--- config.mk ---
export PLATFORM = sky130hd
export DESIGN_NAME = chan_seq
export DESIGN_NICKNAME = d
export VERILOG_FILES = /design/src/rtl/chan_pkg.sv /design/src/rtl/chan_cmd_reg.sv /design/src/rtl/chan_xfer_engine.sv /design/src/rtl/chan_ctrl_fsm.sv /design/src/rtl/chan_seq.sv
export SDC_FILE = /design/constraint.sdc
export NUM_CORES = 1
export LEC_CHECK = 0
export BUFFER_PORTS_ARGS = -buffer_cell sky130_fd_sc_hd__buf_2
export CAP_MARGIN = 25
export CORE_ASPECT_RATIO = 1.2
export CORE_MARGIN = 5
export CORE_UTILIZATION = 49
export DETAILED_ROUTE_END_ITERATION = 10
export PLACE_DENSITY = 0.75
export SETUP_SLACK_MARGIN = 0.02
export SYNTH_ARGS = -nofsm -noshare
export SYNTH_HDL_FRONTEND = slang
export SYNTH_SLANG_ARGS = --single-unit
--- constraint.sdc ---
create_clock -name clk -period 2.6 [get_ports clk]
set_input_delay 0.52 -clock clk [delete_from_list [all_inputs] [get_ports clk]]
set_output_delay 0.52 -clock clk [all_outputs]
set_load 0.1 [all_outputs]
--- src/rtl/chan_pkg.sv ---
package chan_pkg;

    typedef enum logic [2:0] {
        IDLE,
        FETCH_A,
        FETCH_B,
        DECODE,
        MOVE,
        DEVCTL,
        NEXT,
        FINISH
    } seq_state_t;

    typedef enum logic [2:0] {
        K_IN,
        K_OUT,
        K_JUMP,
        K_CTL,
        K_BAD
    } cmd_kind_t;

    localparam logic [7:0] OP_DEV_TO_MEM = 8'h01;
    localparam logic [7:0] OP_MEM_TO_DEV = 8'h02;
    localparam logic [7:0] OP_JUMP       = 8'h08;

    localparam int FLAG_CHAIN_BIT = 0;
    localparam int FLAG_END_BIT   = 1;

    function automatic cmd_kind_t classify(input logic [7:0] op);
        cmd_kind_t k;
        if (op == OP_DEV_TO_MEM)      k = K_IN;
        else if (op == OP_MEM_TO_DEV) k = K_OUT;
        else if (op == OP_JUMP)       k = K_JUMP;
        else if (op[7:6] == 2'b01)    k = K_CTL;
        else                          k = K_BAD;
        return k;
    endfunction

endpackage

--- src/rtl/chan_cmd_reg.sv ---
module chan_cmd_reg
    import chan_pkg::*;
#(
    parameter int AW = 32,
    parameter int CW = 16
) (
    input  logic          clk,
    input  logic          rst_n,
    input  logic          load_head,
    input  logic          load_tail,
    input  logic [31:0]   word_in,
    output logic [7:0]    op,
    output logic [7:0]    flags,
    output logic [CW-1:0] count,
    output logic [AW-1:0] target,
    output cmd_kind_t     kind
);

    always_ff @(posedge clk or negedge rst_n) begin
        if (!rst_n) begin
            op     <= '0;
            flags  <= '0;
            count  <= '0;
            target <= '0;
        end else begin
            if (load_head) begin
                op    <= word_in[31:24];
                flags <= word_in[23:16];
                count <= word_in[CW-1:0];
            end
            if (load_tail) begin
                target <= word_in[AW-1:0];
            end
        end
    end

    always_comb kind = classify(op);

endmodule

--- src/rtl/chan_xfer_engine.sv ---
module chan_xfer_engine #(
    parameter int AW = 32,
    parameter int CW = 16
) (
    input  logic          clk,
    input  logic          rst_n,
    input  logic          load,
    input  logic [AW-1:0] load_addr,
    input  logic [CW-1:0] load_cnt,
    input  logic          step,
    output logic [AW-1:0] addr,
    output logic [CW-1:0] remain,
    output logic          last
);

    localparam logic [AW-1:0] WORD_BYTES = AW'(4);

    always_ff @(posedge clk or negedge rst_n) begin
        if (!rst_n) begin
            addr   <= '0;
            remain <= '0;
        end else if (load) begin
            addr   <= load_addr;
            remain <= load_cnt;
        end else if (step) begin
            addr   <= addr + WORD_BYTES;
            remain <= remain - CW'(1);
        end
    end

    always_comb last = (remain == CW'(1));

    // a step is never taken with nothing left to move
    a_r5_no_underflow: assert property (@(posedge clk) disable iff (!rst_n)
        step |-> (remain != '0));

endmodule

--- src/rtl/chan_ctrl_fsm.sv ---
module chan_ctrl_fsm
    import chan_pkg::*;
(
    input  logic       clk,
    input  logic       rst_n,
    input  logic       start_hit,
    input  cmd_kind_t  kind,
    input  logic       flag_chain,
    input  logic       flag_end,
    input  logic       cmd_empty,
    input  logic       move_last,
    input  logic       bus_gnt,
    input  logic       ctl_done,
    output seq_state_t state,
    output logic       busy,
    output logic       bus_req,
    output logic       grant_use,
    output logic       load_head,
    output logic       load_tail,
    output logic       eng_load,
    output logic       eng_step,
    output logic       ctl_valid,
    output logic       pc_start,
    output logic       pc_update,
    output logic       close,
    output logic       close_err,
    output logic       close_eop,
    output logic       irq
);

    seq_state_t state_q, state_d;

    always_ff @(posedge clk or negedge rst_n) begin
        if (!rst_n) state_q <= IDLE;
        else        state_q <= state_d;
    end

    always_comb begin
        state_d = state_q;
        unique case (state_q)
            IDLE:    if (start_hit) state_d = FETCH_A;
            FETCH_A: if (bus_gnt)   state_d = FETCH_B;
            FETCH_B: if (bus_gnt)   state_d = DECODE;
            DECODE: begin
                unique case (kind)
                    K_IN, K_OUT: state_d = cmd_empty ? NEXT : MOVE;
                    K_JUMP:      state_d = NEXT;
                    K_CTL:       state_d = DEVCTL;
                    K_BAD:       state_d = FINISH;
                    default:     state_d = FINISH;
                endcase
            end
            MOVE:    if (bus_gnt && move_last) state_d = NEXT;
            DEVCTL:  if (ctl_done) state_d = NEXT;
            NEXT:    state_d = (flag_chain && !flag_end) ? FETCH_A : FINISH;
            FINISH:  state_d = IDLE;
            default: state_d = IDLE;
        endcase
    end

    always_comb begin
        busy      = (state_q != IDLE);
        bus_req   = (state_q == FETCH_A) || (state_q == FETCH_B) || (state_q == MOVE);
        grant_use = bus_req && bus_gnt;
        load_head = (state_q == FETCH_A) && bus_gnt;
        load_tail = (state_q == FETCH_B) && bus_gnt;
        eng_load  = (state_q == DECODE);
        eng_step  = (state_q == MOVE) && bus_gnt;
        ctl_valid = (state_q == DEVCTL);
        pc_start  = (state_q == IDLE) && start_hit;
        pc_update = (state_q == DECODE);
        close_err = (state_q == DECODE) && (kind == K_BAD);
        close_eop = (state_q == NEXT) && flag_end;
        close     = close_err || ((state_q == NEXT) && (flag_end || !flag_chain));
        irq       = (state_q == FINISH);
    end

    always_comb state = state_q;

    // the interrupt never lasts two cycles
    a_r10_irq_pulse: assert property (@(posedge clk) disable iff (!rst_n)
        irq |=> !irq);

    // a pending control command stays up until the device answers
    a_r6_ctl_hold: assert property (@(posedge clk) disable iff (!rst_n)
        (ctl_valid && !ctl_done) |=> ctl_valid);

endmodule

--- src/rtl/chan_seq.sv ---
module chan_seq
    import chan_pkg::*;
#(
    parameter int          AW       = 32,
    parameter int          CW       = 16,
    parameter logic [7:0]  START_OP = 8'hA5
) (
    input  logic          clk,
    input  logic          rst_n,
    input  logic          start_valid,
    input  logic [47:0]   start_cmd,
    output logic          busy,
    output logic          irq,
    output logic [31:0]   status,
    output logic          bus_req,
    input  logic          bus_gnt,
    output logic          mem_en,
    output logic          mem_we,
    output logic [AW-1:0] mem_addr,
    output logic [31:0]   mem_wdata,
    input  logic [31:0]   mem_rdata,
    output logic [7:0]    dev_sel,
    output logic          dev_rd,
    input  logic [31:0]   dev_rdata,
    output logic          dev_wr,
    output logic [31:0]   dev_wdata,
    output logic          dev_ctl_valid,
    output logic [7:0]    dev_ctl_op,
    input  logic          dev_ctl_done
);

    localparam logic [AW-1:0] TAIL_OFS = AW'(4);
    localparam logic [AW-1:0] CMD_SIZE = AW'(8);

    seq_state_t    state;
    cmd_kind_t     kind;
    logic          start_hit;
    logic          grant_use, load_head, load_tail, eng_load, eng_step;
    logic          pc_start, pc_update, close, close_err, close_eop;
    logic [7:0]    cmd_op, cmd_flags;
    logic [CW-1:0] cmd_count, eng_remain;
    logic [AW-1:0] cmd_target, eng_addr;
    logic          eng_last;
    logic [AW-1:0] pc_q;
    logic [7:0]    dev_q;
    logic [31:0]   status_q;

    always_comb start_hit = start_valid && (start_cmd[47:40] == START_OP);

    chan_ctrl_fsm u_fsm (
        .clk        (clk),
        .rst_n      (rst_n),
        .start_hit  (start_hit),
        .kind       (kind),
        .flag_chain (cmd_flags[FLAG_CHAIN_BIT]),
        .flag_end   (cmd_flags[FLAG_END_BIT]),
        .cmd_empty  (cmd_count == '0),
        .move_last  (eng_last),
        .bus_gnt    (bus_gnt),
        .ctl_done   (dev_ctl_done),
        .state      (state),
        .busy       (busy),
        .bus_req    (bus_req),
        .grant_use  (grant_use),
        .load_head  (load_head),
        .load_tail  (load_tail),
        .eng_load   (eng_load),
        .eng_step   (eng_step),
        .ctl_valid  (dev_ctl_valid),
        .pc_start   (pc_start),
        .pc_update  (pc_update),
        .close      (close),
        .close_err  (close_err),
        .close_eop  (close_eop),
        .irq        (irq)
    );

    chan_cmd_reg #(.AW(AW), .CW(CW)) u_cmd (
        .clk       (clk),
        .rst_n     (rst_n),
        .load_head (load_head),
        .load_tail (load_tail),
        .word_in   (mem_rdata),
        .op        (cmd_op),
        .flags     (cmd_flags),
        .count     (cmd_count),
        .target    (cmd_target),
        .kind      (kind)
    );

    chan_xfer_engine #(.AW(AW), .CW(CW)) u_eng (
        .clk       (clk),
        .rst_n     (rst_n),
        .load      (eng_load),
        .load_addr (cmd_target),
        .load_cnt  (cmd_count),
        .step      (eng_step),
        .addr      (eng_addr),
        .remain    (eng_remain),
        .last      (eng_last)
    );

    always_ff @(posedge clk or negedge rst_n) begin
        if (!rst_n) begin
            pc_q     <= '0;
            dev_q    <= '0;
            status_q <= '0;
        end else begin
            if (pc_start) begin
                pc_q  <= start_cmd[AW-1:0];
                dev_q <= start_cmd[39:32];
            end else if (pc_update) begin
                pc_q <= (kind == K_JUMP) ? cmd_target : (pc_q + CMD_SIZE);
            end
            if (close) begin
                status_q <= {cmd_op, dev_q, cmd_flags, 6'b0, close_err, close_eop};
            end
        end
    end

    always_comb begin
        mem_en    = grant_use;
        mem_we    = (state == MOVE) && (kind == K_IN);
        mem_wdata = dev_rdata;
        unique case (state)
            FETCH_A: mem_addr = pc_q;
            FETCH_B: mem_addr = pc_q + TAIL_OFS;
            MOVE:    mem_addr = eng_addr;
            default: mem_addr = pc_q;
        endcase
        dev_rd     = grant_use && (state == MOVE) && (kind == K_IN);
        dev_wr     = grant_use && (state == MOVE) && (kind == K_OUT);
        dev_wdata  = mem_rdata;
        dev_ctl_op = cmd_op;
        dev_sel    = dev_q;
        status     = status_q;
    end

    // no bus cycle without a request that has been granted
    a_r2_access_granted: assert property (@(posedge clk) disable iff (!rst_n)
        mem_en |-> (bus_req && bus_gnt));

    // a device read is always paired with a memory write
    a_r3_rd_pairs_write: assert property (@(posedge clk) disable iff (!rst_n)
        dev_rd |-> (mem_en && mem_we));

    // a device write is always paired with a memory read
    a_r4_wr_pairs_read: assert property (@(posedge clk) disable iff (!rst_n)
        dev_wr |-> (mem_en && !mem_we));

    // the forwarded code does not change while the device is still working
    a_r6_op_steady: assert property (@(posedge clk) disable iff (!rst_n)
        (dev_ctl_valid && !dev_ctl_done) |=> $stable(dev_ctl_op));

    // a control command never touches memory
    a_r6_no_mem: assert property (@(posedge clk) disable iff (!rst_n)
        dev_ctl_valid |-> !mem_en);

    // an accepted start makes the block busy on the next cycle
    a_r1_start_busy: assert property (@(posedge clk) disable iff (!rst_n)
        (!busy && start_valid && (start_cmd[47:40] == START_OP)) |=> busy);

    // error and end-of-program are never reported together
    a_r9_err_excl: assert property (@(posedge clk) disable iff (!rst_n)
        irq |-> !(status[1] && status[0]));

    // the selected device holds while a program runs
    a_r11_dev_stable: assert property (@(posedge clk) disable iff (!rst_n)
        busy |=> (!busy || $stable(dev_sel)));

endmodule

=== Word level (Yosys, flattened, before mapping) ===
Index checks and enable logic that the tools add are counted.

* $add $sub $neg: 4
* Equal/unequal tests: 22
* Muxes and demuxes: 21
* Reductions and logical operators: 29

{| class="wikitable"
|+ Operator list
! cell !! number
|-
| $mux 32 || 5
|-
| $add 32x3->32 const B || 2
|-
| $pmux 32 s2 || 1
|-
| $add 32x4->32 const B || 1
|-
| $mux 16 || 2
|-
| $mux 3 || 10
|-
| $pmux 3 s8 || 1
|-
| $eq 16x1->1 const B || 1
|-
| $logic_not 16->1 || 1
|-
| $sub 16x1->16 const B || 1
|-
| $eq 3x3->1 const B || 5
|-
| $logic_and 1x1->1 || 15
|-
| $eq 3x2->1 const B || 4
|-
| $pmux 3 s3 || 1
|-
| $eq 8x1->1 const B || 1
|-
| $eq 8x2->1 const B || 1
|-
| $eq 8x4->1 const B || 1
|-
| $eq 8x8->1 const B || 1
|-
| $eq 3x1->1 const B || 2
|-
| $logic_not 3->1 || 2
|-
| $ne 2x1->1 const B || 3
|-
| $reduce_and 5->1 || 1
|-
| $logic_or 1x1->1 || 4
|-
| $ne 2x2->1 const B || 2
|-
| other kinds (6) || 8
|}

* Bits in registers: 181
* Input bits: 117
* Output and inout port bits: 152
* Word-level logic and storage cells: 86

=== Depth between registers and ports, before layout ===
Gate-level depths: netlist of run 1.

* Depth in word-level cells: 9
* Depth in mapped cells: 8
* Depth with buffers taken out: 6

=== Hierarchy ===
Synthesis of run 1 repeated with hierarchy kept, for this count alone.

* Cell total of the unflattened synthesis: 1085
* Area total of the unflattened synthesis: 10636.5 sq um

{| class="wikitable"
|+ By module, submodules not included
! module !! times used !! cells an instance !! area an instance (sq um) !! seq. area each (sq um)
|-
| chan_seq || 1 || 599 || 5196.2 || 1651.6
|-
| chan_xfer_engine || 1 || 287 || 2635.0 || 1201.2
|-
| chan_cmd_reg || 1 || 149 || 2429.8 || 1601.5
|-
| chan_ctrl_fsm || 1 || 50 || 375.4 || 75.1
|}

=== Worst setup path before layout of run 1 ===
Ideal clock, no wire load.

* Path kind: flip-flop to output port
* Start point: reg u_cmd.op[5]
* End point: out dev_rd
* Data arrival time: 5.457 ns
* Data required time: 2.080 ns
* Setup slack: -3.377 ns
* Stages on the path, launching flop included: 5
* Buffers on the path: 1
* Cell sequence: dfrtp_1 or4_1 buf_2 nor4_1 and2_1

* Longest elaborated chain between the ends: 6
* Elaborated cells on any way between the ends: 8
* Classes of those cells: eq/ne: 3; mux: 3; reduce/logical: 2

{| class="wikitable"
|+ Ends and longest elaborated chain
! element !! RTL line !! source
|-
| start, declared || chan_cmd_reg.sv:12 || <nowiki>output logic [7:0] op,</nowiki>
|-
| start signal, assigned || chan_cmd_reg.sv:27 || <nowiki>op <= word_in[31:24];</nowiki>
|-
| $eq 8x4->1 || chan_pkg.sv:33 || <nowiki>else if (op == OP_JUMP) k = K_JUMP;</nowiki>
|-
| $mux 3 || chan_pkg.sv:33 ||
|-
| $mux 3 || chan_pkg.sv:32 || <nowiki>else if (op == OP_MEM_TO_DEV) k = K_OUT;</nowiki>
|-
| $mux 3 (*) || chan_pkg.sv:31 || <nowiki>if (op == OP_DEV_TO_MEM) k = K_IN;</nowiki>
|-
| $logic_not 3->1 (*) || chan_seq.sv:131 || <nowiki>dev_rd = grant_use && (state == MOVE) && (kind == K_IN);</nowiki>
|-
| $logic_and 1x1->1 (*) || chan_seq.sv:131 ||
|-
| end, declared || chan_seq.sv:23 || <nowiki>output logic dev_rd,</nowiki>
|}

Every way passes the cells marked *; elsewhere a longest branch is shown, timed or not.

=== Worst setup path after layout of run 1 ===
* Start point: reg pc_q[2]
* End point: out mem_addr[30]

* Longest elaborated chain between the ends: 2

{| class="wikitable"
|+ Ends and longest elaborated chain
! element !! RTL line !! source
|-
| start, declared || chan_seq.sv:44 || <nowiki>logic [AW-1:0] pc_q;</nowiki>
|-
| start signal, assigned || chan_seq.sv:110 || <nowiki>pc_q <= start_cmd[AW-1:0];</nowiki>
|-
| start signal, assigned || chan_seq.sv:113 || <nowiki>pc_q <= (kind == K_JUMP) ? cmd_target : (pc_q + CMD_SIZE);</nowiki>
|-
| $add 32x3->32 || chan_seq.sv:127 || <nowiki>FETCH_B: mem_addr = pc_q + TAIL_OFS;</nowiki>
|-
| $pmux 32 s2 || chan_seq.sv:125 || <nowiki>unique case (state)</nowiki>
|-
| end, declared || chan_seq.sv:19 || <nowiki>output logic [AW-1:0] mem_addr,</nowiki>
|}

No other way between the ends.

==> impl_results.md, run 1 <==
- Crit start category: register
- XOR/XNOR Fraction of Synth Area: 0.837%
- Top-area cell type share of the netlist area: 43.3%
- Placed insts: 1540
- Worst min-delay path class: primary input to register
- # IOs: 269
- Starting Density: 49.9%
- Max rail drop VDD: 0.490 mV
- Arr. time, crit path: 2.57 ns
- Reg2Reg Depth: 10
- Post-synthesis mux area share: 10.5%
- Clock root buffer master: clkbuf_16
- Fmax: 323 MHz
- Hold slack: 0.311 ns
- Die H: 170 um
- Clk_skew: 0.0159 ns
- FFs w/ async S/R, synth: 100%
- Final WS setup: -0.495 ns
- Most common cell in the netlist: dfrtp_1
- Tmin final: 3.09 ns
- Max-slew violation count: 0
- GRT Util Overall: 29.0%
- Number of different library cells in the post-synthesis netlist: 66
- Routed length per instance: 22.4 um
- Fraction of final layout cells sized beyond drive strength 1: 46.0%
- Die area: 0.0244 mm2
- CTS clock-pin slew for the worst setup and hold paths: 0.07 ns
- Post-synth top cells: 181 x dfrtp_1, 126 x nand2_1, 94 x mux2_2, 75 x o21ai_0, 72 x buf_4
- Worst hold path depth: 2
- Cell Chain, Critical Path: ha_4 -> nand4bb_1 -> or4_4 -> or4_4 -> nand3_4 -> o221ai_4 -> buf_12
- Synth area leaders: dfrtp_1 43%, mux2_2 10%, buf_4 5.2%
- Largest family of logic cells by synthesized area: simple AND/OR/NAND/NOR gates
- Final WL: 36600 um
- Vias per cell: 6.34
- Post-Synth Adder-Cell Area: 0.598%
- Syn_area_per_cell: 9.63 um2
- DP Wirelength: 26100 um
- Worst setup EP type: output pin
- Critical path required time: 2.08 ns
- Relative slew slack: 59.5%
- Final ANT Viol Nets: 0
- Non-filler cells in the finished layout: 1630
- Row count: 58
- Grt ovf: 0
- Vias in the first global route: 9902
- TritonRoute pass-1 iters: 5
- Leak: 6.59 nW
- Tcrit/Tclk final: 119%
- Final Setup Violations: 35
- Final instance area: 0.0146 mm2
- Final nets: 1469
- Post-Synth Simple-Gate Area: 18.4%
- Synth Area in Compound Gates: 17.5%
- Clock buffer depth: 2
- DRC violation count after routing: 0
- Yosys reg bits: 181
- Capturing point of the worst reg2reg path: pc_q[31]$_DFFE_PN0P_
- Ys Warns: 0
- Max Cap Violations: 0
- Initial antenna violation count: 2
- Predominant post-synthesis flop cell: dfrtp_1
- Core footprint: 0.0210 mm2
- DIE WIDTH: 143 um
- Clk_lat worst skew: 0.45 ns
- Worst path most repeated cell: or4_4
- # port buffers: 198
- Cts bufs inserted: 17
- Syn Inst Count: 1087
- Cell taking the most area after synthesis: dfrtp_1
- Crit-path slowest cell: or4_4
- Seq/Total Area, Yosys: 43.3%
- Initial DRC Count: 1318
- Worst r2r src: pc_q[3]$_DFFE_PN0P_
- Failing checks: negative setup slack
- Worst-path fanout max: 2
- Pwr/cell area: 632 mW/mm2
- Hold Vio Cnt, Final: 0
- Area Overhead vs Synth: 39.1%
- Placement Cell Area: 0.0129 mm2
- Post-synth EDFFs: 0
- First-pass GRT wire length: 55200 um
- # diodes: 0
- CTS tree: yes
- RSZ-0062 raised after global routing: true
- Placement Setup Slack: -0.217 ns
- Status: finished, violations left
- Largest net degree at the start of global routing: 81
- Mapped Area: 0.0105 mm2
- Vias: 10342
- Hold Path Sink: dev_sel[0]$_DFFE_PN0P_
- CTS H-tree lvls: 4
- # clock sinks: 181
- Actual slew at the worst max-slew pin: 0.602 ns
- Critical setup path kind: register to output pin
- Gp weighted congestion: 0.988
- R2R setup slack: 0.05 ns
- Peak per-stage delay on the critical path: 0.58 ns
- Hold path start: start_cmd[32]
[worst max path at each step]
stage	startpoint	end	slack, ns	cells after the start
floorplan	u_cmd.op[6]$_DFFE_PN0P_	dev_rd	-0.78	4
global placement	pc_q[2]$_DFFE_PN0P_	mem_addr[30]	-0.21	7
detailed placement	pc_q[2]$_DFFE_PN0P_	mem_addr[30]	-0.22	7
CTS	pc_q[3]$_DFFE_PN0P_	mem_addr[30]	-0.48	7
global route	pc_q[2]$_DFFE_PN0P_	mem_addr[30]	-0.56	7
finish	pc_q[2]$_DFFE_PN0P_	mem_addr[30]	-0.49	7
[sequential cells by signal, indices dropped and copies added, names as in the netlist]
signal and cells:
u_cmd.op 8, u_eng.remain 16, u_cmd.count 16, dev_sel 8
status 26, pc_q 32, u_cmd.target 32, u_eng.addr 32
u_fsm.state 3, u_cmd.flags 8
[what timing repair did]
| item | 4_1_cts | 5_1_grt |
|---|---|---|
| buffers inserted | 24 | 37 |
| pin swaps | 35 | 36 |
| gates resized for setup | 78 | 82 |
| gates cloned | 1 | 2 |
| endpoints found under the hold margin | 34 | 0 |
| hold buffers | 1 | 0 |
| setup endpoints to repair | 35 | 70 |
[cell usage in the layout (no fill, tap or decap), drive strengths merged, types with 6 or more instances in the layout]
cell type / n
buf: 378
dfrtp: 181
nand2: 126
mux2: 94
o21ai: 76
nor2: 52
nand3: 42
nor3: 31
a221o: 29
inv: 28
o211ai: 24
o311ai: 24
a21oi: 23
a22oi: 22
nand4: 22
clkbuf: 21
nor4: 21
a31oi: 14
or3: 12
or4: 12
xnor2: 9
nor3b: 9
a222oi: 8
and2: 8
and3: 7
o221ai: 7
conb: 6
[cell families after synthesis]
kind of cell / after synthesis
adders and majority gates: 5
AOI/OAI and AO/OA: 256
and+or+nand+nor: 370
muxes: 98
DFF: 181
buffers and inverters: 166
xor gates and xnor gates: 10
other: 1
[area by class of cell]
class	instances	area (um2)
Fill cell	1498	6420
Multi-Input combinational cell	746	5760
Sequential cell	181	4540
Timing Repair Buffer	382	3250
Clock buffer	18	439
Tap cell	270	338
Clock inverter	14	159
Inverter	19	71.3
[metal layers]
metal	share of wire, %	vias to the layer above	global-route usage, %	routed length [um]
met3	9.3	121	6.38	3420
met1	39	5037	38.8	14400
met5	0.085	-	0	31
met2	47	651	45.9	17300
li1	-	4529	-	-
met4	3.9	4	11.3	1440
[worst max-delay path: cells and delay by family (launching register included)]
family	cells	cell delay, ns
AOI/OAI and AO/OA	1	0.10
adders and majority gates	1	0.15
buffers and inverters	1	0.19
DFF	1	0.39
and+or+nand+nor	4	1.31
[power by group]
group | internal (mW) | total, mW | switching, mW
Combinational | 1.01 | 3.02 | 2.02
Clock | 1.40 | 2.66 | 1.26
Sequential | 3.17 | 3.51 | 0.340
Total | 5.58 | 9.20 | 3.62
[stage by stage]
step	utilization, %	setup TNS (ns)	power, mW
5_1_grt	69.4	-13.60	9.52
4_1_cts	66.8	-10.23	9.09
3_5_place_dp	61.3	-0.616	6.36
2_1_floorplan	-	-6.47	5.77
3_3_place_gp	61.3	-0.504	6.31
6_report	69.4	-11.33	9.20
Power figures use the tool's default switching activity.
==> run 2: changes to the inputs <==
--- a/config.mk
+++ b/config.mk
@@ -5,12 +5,13 @@
 export SDC_FILE = /design/constraint.sdc
 export NUM_CORES = 1
 export LEC_CHECK = 0
-export BUFFER_PORTS_ARGS = -buffer_cell sky130_fd_sc_hd__buf_2
+export ABC_AREA = 1
 export CAP_MARGIN = 25
 export CORE_ASPECT_RATIO = 1.2
 export CORE_MARGIN = 5
-export CORE_UTILIZATION = 49
+export CORE_UTILIZATION = 59
 export DETAILED_ROUTE_END_ITERATION = 10
+export DONT_BUFFER_PORTS = 1
 export PLACE_DENSITY = 0.75
 export SETUP_SLACK_MARGIN = 0.02
 export SYNTH_ARGS = -nofsm -noshare
==> impl_results.md, run 2 <==
- Row count: 56 (-3.4%)
- Tmin final: 2.67 ns (-0.426 ns)
- Syn Inst Count: 1631 (+50%)
- DP Wirelength: 32200 um (+23%)
- Critical path required time: 2.08 ns (about the same)
- Mapped Area: 0.0115 mm2 (+9.6%)
- Hold slack: -0.244 ns (-0.555 ns)
- Non-filler cells in the finished layout: 1949 (+20%)
- Routed length per instance: 22.1 um (-1.4%)
- CTS clock-pin slew for the worst setup and hold paths: 0.08 ns (about the same)
- Die H: 163 um (-4.3%)
- Gp weighted congestion: 1.04 (+5.3%)
- Starting Density: 59.3% (+9.4 points)
- # port buffers: 0 (-100%)
- Vias in the first global route: 11437 (+16%)
- # IOs: 269 (unchanged)
- Number of different library cells in the post-synthesis netlist: 43 (-35%)
- Placed insts: 1873 (+22%)
- Pwr/cell area: 1620 mW/mm2 (+160%)
- RSZ-0062 raised after global routing: true
- Fraction of final layout cells sized beyond drive strength 1: 20.4% (-26 points)
- Final WS setup: -0.0687 ns (+0.426 ns)
- Largest regs: pc_q: 32 flops, u_cmd.target: 32 flops, u_eng.addr: 32 flops
- Worst-path fanout max: 4 (+2)
- Commonest non-fill, non-tap cell in the layout: nand2_1
- Final ANT Viol Nets: 0 (unchanged)
- CTS tree: yes
- Final nets: 1797 (+22%)
- Most frequent cells in the layout: 443 x nand2_1, 176 x inv_1, 163 x dfrtp_1
- Worst setup EP type: output pin
- Vias per cell: 6.05 (-4.6%)
- Final Setup Violations: 6 (-83%)
- Post-synth EDFFs: 0 (unchanged)
- Crit-path slowest cell: dfrtp_2
- Predominant post-synthesis flop cell: dfrtp_1
- Crit path buf inv count: 2 (+1)
- Placement Setup Slack: 0.118 ns (+0.335 ns)
- Peak per-stage delay on the critical path: 0.44 ns (-0.14 ns)
- DRC violation count after routing: 0 (unchanged)
- Seq/Total Area, Yosys: 39.5% (-3.8 points)
- TritonRoute pass-1 iters: 6 (+1)
- Post-synth top cells: 476 x nand2_1, 181 x dfrtp_1, 180 x inv_1, 179 x nor2_1, 144 x nand3_1
- Max Cap Violations: 0 (unchanged)
- Hold Vio Cnt, Final: 181 (+181)
- Worst min-delay path class: primary input to asynchronous set/reset pin
- Actual slew at the worst max-slew pin: 0.936 ns (+0.334 ns)
- Relative slew slack: 37.6% (-22 points)
- GRT Util Overall: 39.3% (+10 points)
- R2R setup slack: 0.40 ns (+0.35 ns)
- Clk_lat worst skew: 0.45 ns (about the same)
- Ys Warns: 0 (unchanged)
- Leak: 6.54 nW (-0.76%)
- Synth area leaders: dfrtp_1 39%, nand2_1 16%, nand3_1 6.3%
- Cts bufs inserted: 17 (unchanged)
- Yosys reg bits: 181 (unchanged)
- FFs w/ async S/R, synth: 100% (unchanged)
- Top-area cell type share of the netlist area: 39.5% (-3.8 points)
- Clock buffer depth: 2 (unchanged)
- Area Overhead vs Synth: 21.3%
- Most common cell in the netlist: nand2_1
- Clk_skew: 0.0154 ns (-0.000529 ns)
- Max-slew violation count: 0 (unchanged)
- Final WL: 43100 um (+18%)
- Status: finished, violations left
- Core footprint: 0.0193 mm2 (-7.8%)
- # clock sinks: 181 (unchanged)
- Cell taking the most area after synthesis: dfrtp_1
- Arr. time, crit path: 2.15 ns (-0.42 ns)
- Die area: 0.0223 mm2 (-8.4%)
- Failing checks: negative hold slack, negative setup slack
- Tcrit/Tclk final: 103% (-16 points)
- Syn_area_per_cell: 7.03 um2 (-27%)
- CTS H-tree lvls: 4 (unchanged)
- Crit start category: register
- Crit-path leading delay family: simple AND/OR/NAND/NOR gates
- Fmax: 375 MHz (+16%)
- Largest net degree at the start of global routing: 182 (+120%)
- First-pass GRT wire length: 66100 um (+20%)
- Grt ovf: 0 (unchanged)
- Initial antenna violation count: 2 (unchanged)
- Cell Chain, Critical Path: ha_4 -> inv_4 -> nor2_4 -> nand4_1 -> xnor2_1 -> nand3_1 -> nand2_2 -> buf_12
- Initial DRC Count: 1238 (-6.1%)
- Clock root buffer master: clkbuf_16
- DIE WIDTH: 137 um (-4.3%)
- Vias: 11794 (+14%)
- Max rail drop VDD: 1.33 mV (+170%)
- Critical setup path kind: register to output pin
==> run 2: layout make-up <==
type / instances / area (um2)
sequential: 181 / 4550
tap: 261 / 327
fill: 1573 / 5420
multi-input combinational: 1136 / 6020
clock buffer: 17 / 425
timing repair buffer: 146 / 1670
clock inverter: 14 / 184
antenna: 1 / 2.50
inverter: 193 / 739
==> run 2: per-layer routing <==
layer / up-vias / wire length [um] / GRT usage, %
met1: 5536 / 15000 / 46.6
met4: 2 / 3020 / 23.1
li1: 5262 / - / -
met5: - / 13 / 0
met3: 196 / 4390 / 10.2
met2: 798 / 20800 / 64.1
==> run 2: final timing paths <==
check	from	endpoint	cells after the start
max reg2reg	u_fsm.state[0]$_DFFE_PN0P_	status[14]$_DFFE_PN0P_	8
max in group asynchronous	rst_n	pc_q[12]$_DFFE_PN0P_	0
min in group clk	mem_rdata[3]	u_cmd.count[3]$_DFFE_PN0P_	2
max	pc_q[3]$_DFFE_PN0P_	mem_addr[19]	8
min reg2reg	u_cmd.target[20]$_DFFE_PN0P_	u_cmd.target[20]$_DFFE_PN0P_	1
min	rst_n	pc_q[29]$_DFFE_PN0P_	0
==> run 2: timing repair <==
| action | in CTS | in global routing |
|---|---|---|
| gates resized for setup | 97 | 64 |
| gates cloned | 1 | 0 |
| endpoints found under the hold margin | 181 | 181 |
| pin swaps | 30 | 26 |
| buffers inserted | 38 | 6 |
| endpoints found under the setup margin | 35 | 29 |
==> run 2: power by group <==
| group | total (mW) | internal (mW) | leakage (nW) | switching [mW] |
|---|---|---|---|---|
| clock | 2.73 | 1.46 | 0.296 | 1.27 |
| sequential | 6.36 | 4.08 | 2.19 | 2.28 |
| combinational | 13.4 | 4.38 | 4.05 | 9.04 |
==> run 2: kinds of logic after synthesis <==
family                   share of synthesized area (%)
other                                           0.0327
flip-flops                                        39.5
multiplexers                                      1.28
AND/OR/NAND/NOR                                   31.4
adder cells (fa/ha/maj)                          0.545
AO/OA/AOI/OAI                                     11.2
XOR/XNOR                                          2.52
buffers and inverters                             13.5
==> run 2: stage by stage <==
step                      TNS (ns)  area (um2)  total power, mW  util, %
final                       -0.184       13900             22.5     72.0
after global placement           0       12400             18.4     64.3
after CTS                   -0.149       13700             22.1     70.7
after detailed placement         0       12400             18.6     64.3
after global routing         -1.27       13900             23.5     72.0
after floorplan             -11.29       11500             14.6        -
==> run 3: changes to the inputs <==
--- a/config.mk
+++ b/config.mk
@@ -12,7 +12,7 @@
 export CORE_UTILIZATION = 59
 export DETAILED_ROUTE_END_ITERATION = 10
 export DONT_BUFFER_PORTS = 1
-export PLACE_DENSITY = 0.75
+export PLACE_DENSITY = 0.89
 export SETUP_SLACK_MARGIN = 0.02
 export SYNTH_ARGS = -nofsm -noshare
 export SYNTH_HDL_FRONTEND = slang
==> impl_results.md, run 3 (same netlist as run 2, synthesis figures left out) <==
- Status: finished, violations left
- Failing checks: negative hold slack, negative setup slack
- Worst min-delay path class: primary input to asynchronous set/reset pin
- Final instance area: 0.0140 mm2 (+0.47%)
- CTS H-tree lvls: 4 (unchanged)
- GRT Util Overall: 38.9% (-0.44 points)
- # clock sinks: 181 (unchanged)
- DIE WIDTH: 137 um (unchanged)
- Most frequent cells in the layout: 447 x nand2_1, 177 x inv_1, 162 x dfrtp_1
- Actual slew at the worst max-slew pin: 0.951 ns (+0.0156 ns)
- Clock buffer depth: 2 (unchanged)
- Pwr/cell area: 1630 mW/mm2 (+0.77%)
- Clock root buffer master: clkbuf_16
- Seq pwr share: 28.3% (about the same)
- Vias: 12096 (+2.6%)
- DP Wirelength: 31100 um (-3.4%)
- Arr. time, crit path: 2.16 ns (about the same)
- DRC violation count after routing: 0 (unchanged)
- TritonRoute pass-1 iters: 7 (+1)
- Vias in the first global route: 11699 (+2.3%)
- Tmin final: 2.68 ns (+0.0119 ns)
- Final Setup Violations: 9 (+3)
- Pwr Total: 22.8 mW (+1.2%)
- Die H: 163 um (unchanged)
- Row count: 56 (unchanged)
- Critical setup path kind: register to output pin
- Initial antenna violation count: 0 (-2)
- Core footprint: 0.0193 mm2 (unchanged)
- Max Cap Violations: 0 (unchanged)
- Switching power: 12.8 mW (+1.3%)
- Area Overhead vs Synth: 21.9%
- Worst setup EP type: output pin
- Max rail drop VDD: 1.09 mV (-18%)
- Worst-path fanout max: 6 (+2)
- Hold slack: -0.225 ns (+0.0193 ns)
- Die area: 0.0223 mm2 (unchanged)
- Relative slew slack: 36.6% (-0.97 points)
- Finished Core Util: 72.3% (+0.34 points)
- First-pass GRT wire length: 65900 um (-0.41%)
- Tcrit/Tclk final: 103% (+0.46 points)
- Crit start category: register
- Grt ovf: 0 (unchanged)
- Fillers: 1464 (-6.9%)
- CTS clock-pin slew for the worst setup and hold paths: 0.07 ns (about the same)
- Largest regs: pc_q: 32 flops, u_cmd.target: 32 flops, u_eng.addr: 32 flops
- Internal power: 10.0 mW (+1.1%)
- # port buffers: 0 (unchanged)
- Peak per-stage delay on the critical path: 0.43 ns (about the same)
- Fmax: 373 MHz (-0.44%)
- Placement Cell Area: 0.0124 mm2 (-0.44%)
- Largest net degree at the start of global routing: 182 (unchanged)
- Final WL: 43900 um (+1.8%)
- Final WS setup: -0.0806 ns (-0.0119 ns)
- Crit-path slowest cell: dfrtp_1
- RSZ-0062 raised after global routing: true
- Routed length per instance: 22.5 um (+1.5%)
- Highest routed layer: met4
- Sw frac: 56.0% (about the same)
- Initial DRC Count: 1460 (+18%)
- Met3 WL post-DR: 4800 um (+9.3%)
- Clock network power share: 11.9% (-0.2 points)
- Commonest non-fill, non-tap cell in the layout: nand2_1
- Gp weighted congestion: 1.00 (-3.3%)
- Hold Vio Cnt, Final: 181 (unchanged)
- M1 WL: 14900 um (-0.43%)
- Final nets: 1802 (+0.28%)
- Leak: 6.63 nW (+1.4%)
- Clk_lat worst skew: 0.45 ns (about the same)
- # IOs: 269 (unchanged)
- Vias per cell: 6.19 (+2.3%)
- Fraction of final layout cells sized beyond drive strength 1: 20.2% (-0.24 points)
- Cts bufs inserted: 17 (unchanged)
- Clk_skew: 0.0112 ns (-0.00421 ns)
- Total length of routed met2 wires: 20500 um (-1.4%)
- CTS tree: yes
- Max-slew violation count: 0 (unchanged)
- Final ANT Viol Nets: 0 (unchanged)
- Critical path required time: 2.08 ns (about the same)
- Final TNS setup: -0.247 ns (-0.0634 ns)
- Starting Density: 59.3% (unchanged)
- Cell Chain, Critical Path: buf_4 -> inv_1 -> nand2_1 -> nor2_1 -> a221oi_4 -> nand2_2 -> buf_12
- Comb pwr share: 59.8% (+0.2 points)
==> run 3: changes by cell type in the layout (fill, tap and decap cells not counted), moves of 3 or more <==
cell     previous run  this run
nand2_2            34        26
buf_4              98       102
inv_2              14        10
nand2_1           443       447
nand2_4             6        10
nor2_2             21        17
a21oi_2             0         3
buf_12             35        38
inv_4               1         4
inv_8               3         6
nor2_1            146       149
==> run 3: layout make-up <==
type / instances / area [um2] / area share [%]
clock buffer: 18 / 439 / 3.14
multi-input combinational: 1135 / 6000 / 42.9
inverter: 193 / 747 / 5.34
timing repair buffer: 152 / 1760 / 12.6
antenna: 1 / 2.50 / 0.0179
sequential: 181 / 4550 / 32.6
clock inverter: 13 / 154 / 1.10
tap: 261 / 327 / 2.33
==> run 3: repair_timing <==
item | CTS | global route
setup buffers | 39 | 18
gates resized for setup | 90 | 70
endpoints found under the setup margin | 31 | 30
gates cloned | 0 | 1
hold endpoints to repair | 181 | 181
pin swaps | 17 | 24
==> run 3: power groups by stage <==
stage	Clock, mW	Combinational (mW)	Sequential, mW
final	2.70	13.6	6.45
after floorplan	0	8.07	6.49
after CTS	2.69	13.0	6.33
after global routing	2.81	14.3	6.56
after detailed placement	0	12.2	6.39
after global placement	0	12.0	6.34
==> run 3: per-layer routing <==
metal	GRT usage, %	up-vias
li1	-	5267
met1	45.3	5648
met2	62.1	912
met3	9.86	269
met4	27.3	0
met5	0	-
==> run 3: worst max-delay path: cells and delay by family, from the launching register on <==
kind,cells,cell delay [ns]
and+or+nand+nor,3,0.58
DFF,1,0.43
AOI/OAI and AO/OA,1,0.06
buffers and inverters,3,0.64
==> run 3: path summary, 6_finish.rpt <==
kind                                       startpoint                         end  slack, ns  cells after the start
setup / recovery                  pc_q[2]$_DFFE_PN0P_                mem_addr[21]      -0.08                      7
max in group asynchronous                       rst_n        pc_q[14]$_DFFE_PN0P_       2.32                      0
min in group clk                         mem_rdata[2]  u_cmd.count[2]$_DFFE_PN0P_       0.20                      2
hold / removal                                  rst_n        pc_q[23]$_DFFE_PN0P_      -0.22                      0
hold reg to reg            u_cmd.flags[7]$_DFFE_PN0P_      status[15]$_DFFE_PN0P_       0.48                      2
setup reg to reg           u_fsm.state[1]$_DFFE_PN0P_         pc_q[8]$_DFFE_PN0P_       0.17                      7
==> run 3: stage by stage <==
| step | setup slack [ns] | std cells |
|---|---|---|
| final | -0.0806 | 1954 |
| after global routing | -0.127 | 1953 |
| after CTS | -0.0220 | 1934 |
| after global placement | 0.141 | 1864 |
| after detailed placement | 0.0837 | 1864 |
| after floorplan | -0.597 | 1636 |
